[src/rtl/nor_seq_pkg.sv]
package nor_seq_pkg;

  localparam int BUS_W  = 32;
  localparam int HALF_W = 16;
  localparam int HALVES = BUS_W / HALF_W;

  localparam logic [7:0] CODE_ARRAY   = 8'hFF;
  localparam logic [7:0] CODE_IDENT   = 8'h90;
  localparam logic [7:0] CODE_ERASE   = 8'h20;
  localparam logic [7:0] CODE_CONFIRM = 8'hD0;
  localparam logic [7:0] CODE_PROG    = 8'h40;
  localparam logic [7:0] CODE_STATUS  = 8'h70;

  localparam logic [BUS_W-1:0] MANUF_ID  = 32'h0089_0089;
  localparam logic [BUS_W-1:0] DEV_ID_T  = 32'h88F3_88F3;
  localparam logic [BUS_W-1:0] DEV_ID_B  = 32'h88F4_88F4;

  localparam int BIT_READY     = 7;
  localparam int BIT_ERASE_ERR = 5;
  localparam int BIT_PROG_ERR  = 4;

  typedef enum logic [1:0] {
    OP_PROBE   = 2'd0,
    OP_ERASE   = 2'd1,
    OP_PROGRAM = 2'd2,
    OP_RSVD    = 2'd3
  } opKind_e;

  typedef enum logic [2:0] {
    CMD_ARRAY, CMD_IDENT, CMD_ERASE, CMD_CONFIRM, CMD_PROG, CMD_STATUS, CMD_DATA
  } cmdSel_e;

  typedef enum logic [1:0] { ADR_OP, ADR_ZERO, ADR_ONE } adrSel_e;

  typedef enum logic [3:0] {
    S_IDLE, S_ID_CMD, S_ID_MAN, S_ID_DEV, S_ERS_SETUP, S_ERS_CONF,
    S_PGM_SETUP, S_PGM_DATA, S_POLL_CMD, S_POLL_RD, S_POLL_CHK,
    S_RESET, S_VERIFY, S_DONE
  } step_e;

  typedef struct packed {
    logic    load;
    logic    wr;
    logic    rd;
    cmdSel_e cmd;
    adrSel_e adr;
    logic    capStatus;
    logic    capMan;
    logic    capDev;
    logic    capRb;
    logic    setTimeout;
  } ctrlStrobes_t;

  function automatic logic [BUS_W-1:0] dupCode(input logic [7:0] code);
    logic [BUS_W-1:0] w;
    w = '0;
    for (int h = 0; h < HALVES; h++) w[h*HALF_W +: 8] = code;
    return w;
  endfunction

endpackage

[src/rtl/nor_seq_dp.sv]
module nor_seq_dp
  import nor_seq_pkg::*;
#(
  parameter int ADDR_W     = 20,
  parameter int POLL_LIMIT = 1000
) (
  input  logic              clk,
  input  logic              rstN,
  input  ctrlStrobes_t      ctl,
  input  logic [ADDR_W-1:0] opAddr,
  input  logic [BUS_W-1:0]  opData,
  input  logic [BUS_W-1:0]  busRdata,
  output logic [ADDR_W-1:0] busAddr,
  output logic [BUS_W-1:0]  busWdata,
  output logic              busWr,
  output logic              busRd,
  output logic              statusReady,
  output logic              eraseFault,
  output logic              progFault,
  output logic              verifyMatch,
  output logic              identMatch,
  output logic              pollExpired,
  output logic              timedOut
);

  localparam int CNT_W = $clog2(POLL_LIMIT + 1);
  localparam logic [CNT_W-1:0] CNT_MAX = CNT_W'(POLL_LIMIT);

  logic [ADDR_W-1:0] addrReg;
  logic [BUS_W-1:0]  dataReg;
  logic [CNT_W-1:0]  pollCnt;
  logic              readyReg, eraseReg, progReg, manOk, devOk, rbOk, toReg;
  logic [HALVES-1:0] rdyVec, eraseVec, progVec;

  // per-device status bits, one copy in each half of the bus word
  for (genvar h = 0; h < HALVES; h++) begin : g_half
    assign rdyVec[h]   = busRdata[h*HALF_W + BIT_READY];
    assign eraseVec[h] = busRdata[h*HALF_W + BIT_ERASE_ERR];
    assign progVec[h]  = busRdata[h*HALF_W + BIT_PROG_ERR];
  end

  always_ff @(posedge clk) begin
    if (!rstN) begin
      addrReg  <= '0;
      dataReg  <= '0;
      pollCnt  <= '0;
      readyReg <= 1'b0;
      eraseReg <= 1'b0;
      progReg  <= 1'b0;
      manOk    <= 1'b0;
      devOk    <= 1'b0;
      rbOk     <= 1'b0;
      toReg    <= 1'b0;
    end else begin
      if (ctl.load) begin
        addrReg  <= opAddr;
        dataReg  <= opData;
        pollCnt  <= '0;
        readyReg <= 1'b0;
        eraseReg <= 1'b0;
        progReg  <= 1'b0;
        manOk    <= 1'b0;
        devOk    <= 1'b0;
        rbOk     <= 1'b0;
        toReg    <= 1'b0;
      end
      if (ctl.capStatus) begin
        readyReg <= &rdyVec;
        eraseReg <= |eraseVec;
        progReg  <= |progVec;
        if (pollCnt != CNT_MAX) pollCnt <= pollCnt + 1'b1;
      end
      if (ctl.capMan) manOk <= (busRdata == MANUF_ID);
      if (ctl.capDev) devOk <= (busRdata == DEV_ID_T) || (busRdata == DEV_ID_B);
      if (ctl.capRb) rbOk <= (busRdata == dataReg);
      if (ctl.setTimeout) toReg <= 1'b1;
    end
  end

  always_comb begin
    unique case (ctl.adr)
      ADR_ZERO: busAddr = '0;
      ADR_ONE:  busAddr = ADDR_W'(1);
      default:  busAddr = addrReg;
    endcase
  end

  always_comb begin
    unique case (ctl.cmd)
      CMD_IDENT:   busWdata = dupCode(CODE_IDENT);
      CMD_ERASE:   busWdata = dupCode(CODE_ERASE);
      CMD_CONFIRM: busWdata = dupCode(CODE_CONFIRM);
      CMD_PROG:    busWdata = dupCode(CODE_PROG);
      CMD_STATUS:  busWdata = dupCode(CODE_STATUS);
      CMD_DATA:    busWdata = dataReg;
      default:     busWdata = dupCode(CODE_ARRAY);
    endcase
  end

  assign busWr       = ctl.wr;
  assign busRd       = ctl.rd;
  assign statusReady = readyReg;
  assign eraseFault  = eraseReg;
  assign progFault   = progReg;
  assign verifyMatch = rbOk;
  assign identMatch  = manOk && devOk;
  assign pollExpired = (pollCnt >= CNT_MAX);
  assign timedOut    = toReg;

endmodule

[src/rtl/nor_seq_ctrl.sv]
module nor_seq_ctrl
  import nor_seq_pkg::*;
(
  input  logic         clk,
  input  logic         rstN,
  input  logic         opValid,
  input  logic [1:0]   opKind,
  input  logic         busAck,
  input  logic         statusReady,
  input  logic         eraseFault,
  input  logic         progFault,
  input  logic         verifyMatch,
  input  logic         identMatch,
  input  logic         pollExpired,
  input  logic         timedOut,
  output ctrlStrobes_t ctl,
  output logic         busy,
  output logic         done,
  output logic         pass
);

  step_e   step, stepNext, after;
  opKind_e kind, kindNext;
  logic    waiting, waitNext;
  logic    isBus, isRead, ackNow, result;

  assign ackNow = waiting && busAck;

  always_comb begin
    ctl      = ctrlStrobes_t'('0);
    stepNext = step;
    waitNext = waiting;
    kindNext = kind;
    isBus    = 1'b0;
    isRead   = 1'b0;
    after    = step;
    unique case (step)
      S_IDLE: begin
        if (opValid) begin
          ctl.load = 1'b1;
          kindNext = opKind_e'(opKind);
          waitNext = 1'b0;
          unique case (opKind_e'(opKind))
            OP_PROBE:   stepNext = S_ID_CMD;
            OP_ERASE:   stepNext = S_ERS_SETUP;
            OP_PROGRAM: stepNext = S_PGM_SETUP;
            default:    stepNext = S_DONE;
          endcase
        end
      end
      S_ID_CMD: begin
        isBus = 1'b1; ctl.cmd = CMD_IDENT; ctl.adr = ADR_ZERO; after = S_ID_MAN;
      end
      S_ID_MAN: begin
        isBus = 1'b1; isRead = 1'b1; ctl.adr = ADR_ZERO; ctl.capMan = ackNow;
        after = S_ID_DEV;
      end
      S_ID_DEV: begin
        isBus = 1'b1; isRead = 1'b1; ctl.adr = ADR_ONE; ctl.capDev = ackNow;
        after = S_RESET;
      end
      S_ERS_SETUP: begin
        isBus = 1'b1; ctl.cmd = CMD_ERASE; after = S_ERS_CONF;
      end
      S_ERS_CONF: begin
        isBus = 1'b1; ctl.cmd = CMD_CONFIRM; after = S_POLL_CMD;
      end
      S_PGM_SETUP: begin
        isBus = 1'b1; ctl.cmd = CMD_PROG; after = S_PGM_DATA;
      end
      S_PGM_DATA: begin
        isBus = 1'b1; ctl.cmd = CMD_DATA; after = S_POLL_CMD;
      end
      S_POLL_CMD: begin
        isBus = 1'b1; ctl.cmd = CMD_STATUS; after = S_POLL_RD;
      end
      S_POLL_RD: begin
        isBus = 1'b1; isRead = 1'b1; ctl.capStatus = ackNow; after = S_POLL_CHK;
      end
      S_POLL_CHK: begin
        if (statusReady) begin
          stepNext = S_RESET;
        end else if (pollExpired) begin
          ctl.setTimeout = 1'b1;
          stepNext = S_RESET;
        end else begin
          stepNext = S_POLL_CMD;
        end
      end
      S_RESET: begin
        isBus   = 1'b1;
        ctl.cmd = CMD_ARRAY;
        ctl.adr = (kind == OP_PROBE) ? ADR_ZERO : ADR_OP;
        after   = (kind == OP_PROGRAM && !timedOut) ? S_VERIFY : S_DONE;
      end
      S_VERIFY: begin
        isBus = 1'b1; isRead = 1'b1; ctl.capRb = ackNow; after = S_DONE;
      end
      S_DONE:  stepNext = S_IDLE;
      default: stepNext = S_IDLE;
    endcase

    // shared access handshake: one request cycle, then wait for acknowledge
    if (isBus) begin
      if (!waiting) begin
        ctl.wr   = !isRead;
        ctl.rd   = isRead;
        waitNext = 1'b1;
      end else if (busAck) begin
        waitNext = 1'b0;
        stepNext = after;
      end
    end
  end

  always_ff @(posedge clk) begin
    if (!rstN) begin
      step    <= S_IDLE;
      kind    <= OP_PROBE;
      waiting <= 1'b0;
    end else begin
      step    <= stepNext;
      kind    <= kindNext;
      waiting <= waitNext;
    end
  end

  always_comb begin
    unique case (kind)
      OP_PROBE:   result = identMatch;
      OP_ERASE:   result = !timedOut && !eraseFault;
      OP_PROGRAM: result = !timedOut && !progFault && verifyMatch;
      default:    result = 1'b0;
    endcase
  end

  assign busy = (step != S_IDLE);
  assign done = (step == S_DONE);
  assign pass = done && result;

endmodule

[src/rtl/nor_cmd_sequencer.sv]
module nor_cmd_sequencer
  import nor_seq_pkg::*;
#(
  parameter int ADDR_W     = 20,
  parameter int POLL_LIMIT = 1000
) (
  input  logic              clk,
  input  logic              rstN,
  input  logic              opValid,
  input  logic [1:0]        opKind,
  input  logic [ADDR_W-1:0] opAddr,
  input  logic [31:0]       opData,
  output logic              busy,
  output logic              done,
  output logic              pass,
  output logic [ADDR_W-1:0] busAddr,
  output logic [31:0]       busWdata,
  output logic              busWr,
  output logic              busRd,
  input  logic [31:0]       busRdata,
  input  logic              busAck
);

  ctrlStrobes_t ctl;
  logic statusReady, eraseFault, progFault, verifyMatch, identMatch, pollExpired, timedOut;

  nor_seq_ctrl u_ctrl (
    .clk(clk), .rstN(rstN), .opValid(opValid), .opKind(opKind), .busAck(busAck),
    .statusReady(statusReady), .eraseFault(eraseFault), .progFault(progFault),
    .verifyMatch(verifyMatch), .identMatch(identMatch), .pollExpired(pollExpired),
    .timedOut(timedOut), .ctl(ctl), .busy(busy), .done(done), .pass(pass)
  );

  nor_seq_dp #(.ADDR_W(ADDR_W), .POLL_LIMIT(POLL_LIMIT)) u_dp (
    .clk(clk), .rstN(rstN), .ctl(ctl), .opAddr(opAddr), .opData(opData),
    .busRdata(busRdata), .busAddr(busAddr), .busWdata(busWdata), .busWr(busWr),
    .busRd(busRd), .statusReady(statusReady), .eraseFault(eraseFault),
    .progFault(progFault), .verifyMatch(verifyMatch), .identMatch(identMatch),
    .pollExpired(pollExpired), .timedOut(timedOut)
  );

endmodule

[config.mk]
export PLATFORM = sky130hd
export DESIGN_NAME = nor_cmd_sequencer
export DESIGN_NICKNAME = d
export VERILOG_FILES = /design/src/rtl/nor_seq_pkg.sv /design/src/rtl/nor_seq_dp.sv /design/src/rtl/nor_seq_ctrl.sv /design/src/rtl/nor_cmd_sequencer.sv
export SDC_FILE = /design/constraint.sdc
export NUM_CORES = 1
export LEC_CHECK = 0
export BUFFER_PORTS_ARGS = -buffer_cell sky130_fd_sc_hd__buf_4
export CAP_MARGIN = 20
export CORE_MARGIN = 10
export CORE_UTILIZATION = 24
export DETAILED_ROUTE_END_ITERATION = 12
export SYNTH_ARGS = -nofsm -noshare
export SYNTH_HDL_FRONTEND = slang
export SYNTH_SLANG_ARGS = --single-unit
[constraint.sdc]
create_clock -name clk -period 3 [get_ports clk]
set_input_delay 0.3 -clock clk [delete_from_list [all_inputs] [get_ports clk]]
set_output_delay 0.3 -clock clk [all_outputs]
set_load 0.005 [all_outputs]
==> flow_summary.yaml, run 1 <==
outcome:
  status: "finished clean"
worst_setup_path:
  end_kind: "primary output"
  critPathMaxFanout: 19
  endpoint: "busAddr[6]"
  timing.rr.start: "u_ctrl.step[0]"
  rr_worst_depth: 6
  crit_path_start: "u_ctrl.step[0]"
  r2r_end: "u_dp.pollCnt[6]"
  r2r_setup_slack_ns: 0.81
  cp-start-kind: "register"
  crit_type: "reg -> out"
  required_ns: 2.70
  cp_data_arrival_time_ns: 2.40
die:
  core_um2: 18090
  rows: 49
  die_area_um2: 24410
  io_pins: 147
  start_util_pct: 24.63
  die_w_um: 156.2
  die_height_um: 156.2
final_layout:
  syn2layout_area_growth_pct: 35.87
  final_cell_mix: "156 x buf_4, 131 x nand2_1, 76 x dfxtp_1"
  drive_gt1_share_pct: 26.02
  antenna_cells: 0
  layout_commonest_cell: "buf_4"
  final_cells: 940
  fin_nets: 802
detailed_routing:
  antenna_left: 0
  drc: 0
  num_vias: 4402
  avgRoutedWirePerCell_um: 16.90
  drt-initial-drc-count: 247
  routed_via_density: 4.683
  drt_pass1_iterations: 5
  drt-total-wl_mm: 15.89
place:
  hpwl_mm: 12.39
  place_ws_ns: 0.6739
  numPortBuffers: 146
  dp.cells: 924
  gp_congestion: 0.8548
yosys:
  synth-async-reset-ratio_pct: 0
  yosys.cell_types.count: 55
  synth_edf_count: 0
  ys_seq_elements: 76
  syn-num-nets: 669
  ys.flop_type: "dfxtp_1"
  syn_area_per_cell_um2: 7.774
  synth.cell_area_um2: 4454
  ys_seq_area_share_pct: 34.16
  yosysWarnings: 0
  synthCells: 573
sta:
  hold_viol_final: 0
  drv_slew: 0
  relSlewSlack_pct: 50.65
  fin_tns_setup_ns: 0
  period_share_pct: 90.10
  worst_slew_pin_slew_ns: 0.7216
  layout_setup_ws_ns: 0.2971
  fmax_mhz: 370.0
  min_period_ns: 2.703
  fin_skew_ns: 0.01122
  finalSetupViolations: 0
  rsz0062_at_grt: "no"
cts:
  cts_tree: "yes"
  cts_buffers: 9
  cts_hold_buffers: 0
  post_cts_resize_count: 0
  cts_root_buffer: "clkbuf_16"
  post_cts_buffers: 0
  clockBufferDepth: 2
  clk_transition_reported_paths_ns: 0.07
  h-tree-depth: 3
  clock_latency_ns: 0.35
  clock-sinks: 76
worst_hold_path:
  holdCritPathClass: "in -> reg"
global_route:
  track_usage_pct: 13.14
  grt_max_degree: 42
  globalRouteMet3Util_pct: 4.715
  overflow: 0
  antenna_found_initial: 0
  grt.busiest_layer: "met2"
  grt_first_pass_wirelength_mm: 25.25
  met1_usage_pct: 15.23
  first_global_vias: 4477
  met2_usage_pct: 22.30
pwr:
  finalPower_mw: 4.600
  p_leak_nw: 2.561
  vdd_drop_max_v: 0.0002856
  p_per_area_nw_per_um2: 760.1
run:
  cap_violations: 0
## worst min-delay path by stage
stage                startpoint          endpoint  slack (ns)  cells after the start
6_report             opData[25]  u_dp.dataReg[25]        0.19                      3
5_1_grt              opAddr[18]  u_dp.addrReg[18]        0.19                      3
4_1_cts              opAddr[16]  u_dp.addrReg[16]        0.18                      3
3_5_place_dp   u_dp.addrReg[15]  u_dp.addrReg[15]        0.45                      2
3_3_place_gp   u_dp.addrReg[15]  u_dp.addrReg[15]        0.44                      2
2_1_floorplan  u_dp.addrReg[10]  u_dp.addrReg[10]        0.43                      2
## kinds of logic after synthesis
group           synth area share, %
xor+xnor                      7.865
buf+inv                       5.365
flops                         34.16
simple gates                  30.73
fa+ha+maj                     1.685
mux                          0.9550
compound gates                19.24
## report_power, final
| part | leakage, nW | switching [mW] | internal (mW) | total [mW] |
|---|---|---|---|---|
| logic | 1.80 | 1.10 | 0.941 | 2.04 |
| clock network | 0.145 | 0.469 | 0.673 | 1.14 |
| registers | 0.619 | 0.234 | 1.18 | 1.42 |
| total | 2.56 | 1.80 | 2.80 | 4.60 |
## cells in the mapped netlist (all sizes together), types with 3 or more instances
library cell,instances,share of area [%]
xor2,32,6.3
and3,3,0.42
or4,3,0.51
clkbuf,22,1.9
nor2b,6,0.84
nand2,132,11
buf,13,2.5
nand2b,5,0.70
inv,12,1.0
and2,40,5.6
ha,6,1.7
nor4,13,2.5
dfxtp,76,34
nor3,6,0.67
nor2,29,2.5
a31oi,5,0.70
a21oi,13,1.5
a21boi,60,10
o21ai,20,2.2
nand4,9,1.6
nand3,18,2.0
a21o,8,1.3
xnor2,8,1.6
## metrics by stage
step | instance area (um2) | hold slack [ns] | util [%]
3_5_place_dp | 5742 | 0.4451 | 31.75
6_report | 6052 | 0.1885 | 33.46
2_1_floorplan | 4454 | 0.4305 | -
5_1_grt | 6052 | 0.1904 | 33.46
4_1_cts | 6052 | 0.1836 | 33.46
3_3_place_gp | 5742 | 0.4420 | 31.75
## flip-flops by register name, summed over array words and instances (netlist names), 2 cells and up
signal	cells
u_dp.addrReg	20
u_dp.dataReg	32
u_dp.pollCnt	10
u_ctrl.step	4
u_ctrl.kind	2
## layout make-up
| cell class | instances | area (um2) |
|---|---|---|
| clock inverters | 6 | 71.32 |
| flip-flops and latches | 76 | 1521 |
| multi-input cells | 450 | 2698 |
| clock buffers | 10 | 239.0 |
| fillers | 1887 | 12030 |
| inverters | 12 | 45.04 |
| repair buffers | 157 | 1191 |
| well taps | 229 | 286.5 |
## critical path, cell delays in order, from the launching register on
cell and delay [ns]:
dfxtp_1 0.76, xnor2_1 0.19, o21ai_0 0.17, nand2b_1 0.08
ha_1 0.35, buf_4 0.20, and2_1 0.16, buf_4 0.13
## metal layers
layer  share of wire, %  up-vias
met5                  0        -
met4                1.3        0
met3                7.7       13
met2                 49      126
met1                 42     2048
li1                   -     2215
No activity file was read; power rests on OpenSTA's default activity.
==> run 2: changes to the inputs <==
Settings changed: CORE_UTILIZATION 24 to 51, PLACE_DENSITY from default to 0.8.
==> flow_summary.yaml, run 2 (synthesis gave the netlist of run 1 again) <==
cts:
  post_cts_buffers: 0
  clockBufferDepth: 2
  clock-sinks: 76
  h-tree-depth: 3
  clock_latency_ns: 0.35
  cts_root_buffer: "clkbuf_8"
  cts_hold_buffers: 0
  post_cts_resize_count: 0
  cts_tree: "yes"
  clk_transition_reported_paths_ns: 0.08
  cts_buffers: 9
worst_setup_path:
  end_kind: "primary output"
  critPathSlowestCell: "dfxtp_1"
  cpMostUsedCell: "buf_4"
  crit_type: "reg -> out"
  cp.buffers_inverters: 2
  cp-start-kind: "register"
  crit_family: "simple AND/OR/NAND/NOR gates"
  critPathMaxFanout: 19
  required_ns: 2.70
  critical_path.cell_chain: "nand2b_1 > nor2_1 > ha_1 > buf_4 > and2_1 > buf_4"
  cp_data_arrival_time_ns: 2.48
  slowest_delay_ns: 0.74
sta:
  whs_ns: 0.1856
  worst_slew_pin_slew_ns: 0.7342
  finalSetupViolations: 0
  relSlewSlack_pct: 50.95
  fin_skew_ns: 0.007007
  layout_setup_ws_ns: 0.2194
  rsz0062_at_grt: "no"
  period_share_pct: 92.69
  hold_viol_final: 0
  fin_tns_setup_ns: 0
  min_period_ns: 2.781
  drv_slew: 0
  fmax_mhz: 359.6
pwr:
  p_leak_nw: 2.507
  p_per_area_nw_per_um2: 734.8
  p_clk_share_pct: 20.2
  sw_frac_of_total_pct: 39.61
  vdd_drop_max_v: 0.0003691
  power_frac_comb_pct: 46.6
  p_switching_mw: 1.683
  power.share.sequential_pct: 33.2
  finalPower_mw: 4.248
  p_int_mw: 2.565
place:
  gp_congestion: 0.9538
  numPortBuffers: 146
  place_ws_ns: 0.6749
  hpwl_mm: 11.19
final_layout:
  antenna_cells: 0
  seqCellArea_um2: 1521
  drive_gt1_share_pct: 25.60
  final_cell_mix: "153 x buf_4, 131 x nand2_1, 76 x dfxtp_1"
  largest_reg_flops: 32
  multi_input_area_um2: 2698
  layout_commonest_cell: "buf_4"
  final_util_pct: 67.28
  syn2layout_area_growth_pct: 29.80
  top_regs: "u_dp.dataReg x32, u_dp.addrReg x20, u_dp.pollCnt x10"
  largest_register: "u_dp.dataReg"
  fin_nets: 799
  nFillCells: 740
die:
  start_util_pct: 51.83
  die_height_um: 113.5
  rows: 34
  die_area_um2: 12870
  io_pins: 147
  die_w_um: 113.5
  core_um2: 8593
run:
  cap_violations: 0
detailed_routing:
  antenna_left: 0
  drt-initial-drc-count: 201
  drc: 0
  drt_pass1_iterations: 4
  num_vias: 4478
  drt-total-wl_mm: 14.56
  avgRoutedWirePerCell_um: 17.87
  routed_via_density: 5.494
global_route:
  grt_first_pass_wirelength_mm: 23.02
  first_global_vias: 4553
  antenna_found_initial: 0
  track_usage_pct: 21.59
  grt_max_degree: 71
  overflow: 0
outcome:
  status: "finished clean"
worst_hold_path:
  holdCritPathClass: "in -> reg"
==> run 2: cell types whose count changed in the layout (fill, tap and decap cells not counted), sizes merged <==
cell,before,now
clkbuf,10,9
inv,13,12
clkinv,2,3
clkinvlp,2,1
bufinv,1,2
buf,157,154
==> run 2: cell type report <==
cell class / count / area share (%)
multi-input cells: 450 / 46.66
flip-flops and latches: 76 / 26.31
repair buffers: 154 / 20.21
well taps: 108 / 2.337
clock buffers: 9 / 2.142
clock inverters: 6 / 1.558
inverters: 12 / 0.7791
==> run 2: power by group through the flow <==
stage | clock, mW | combinational (mW) | sequential [mW]
2_1_floorplan | 0 | 1.31 | 1.31
3_3_place_gp | 0 | 1.94 | 1.42
3_5_place_dp | 0 | 1.98 | 1.43
4_1_cts | 0.876 | 1.99 | 1.40
5_1_grt | 0.920 | 2.17 | 1.43
6_report | 0.860 | 1.98 | 1.41
==> run 2: worst paths after layout <==
check                  startpoint              end  slack [ns]  depth (start not counted)
hold / removal          opAddr[1]  u_dp.addrReg[1]        0.19                          3
hold reg to reg   u_dp.addrReg[8]  u_dp.addrReg[8]        0.46                          2
setup / recovery   u_ctrl.step[1]       busAddr[5]        0.22                          6
setup reg to reg   u_ctrl.step[1]       u_dp.manOk        0.80                          5
==> run 2: per-layer routing <==
layer | GRT usage, % | wire (um) | vias up | share of wire, %
met5 | 0 | 0 | - | 0
met2 | 37.29 | 7308 | 159 | 50
met4 | 7.699 | 337 | 0 | 2.3
met3 | 8.031 | 1190 | 27 | 8.2
li1 | - | - | 2198 | -
met1 | 23.72 | 5724 | 2094 | 39
==> run 2: worst min-delay path: cells and delay by family <==
| family | cells | cell delay [ns] |
|---|---|---|
| buffers and inverters | 1 | 0.11 |
| AO/OA/AOI/OAI | 1 | 0.05 |
| AND/OR/NAND/NOR | 1 | 0.04 |
==> run 2: through the flow <==
step,instance area [um2],instances
finish,5782,815
global route,5782,815
CTS,5782,815
detailed placement,5568,800
global placement,5568,800
floorplan,4454,573
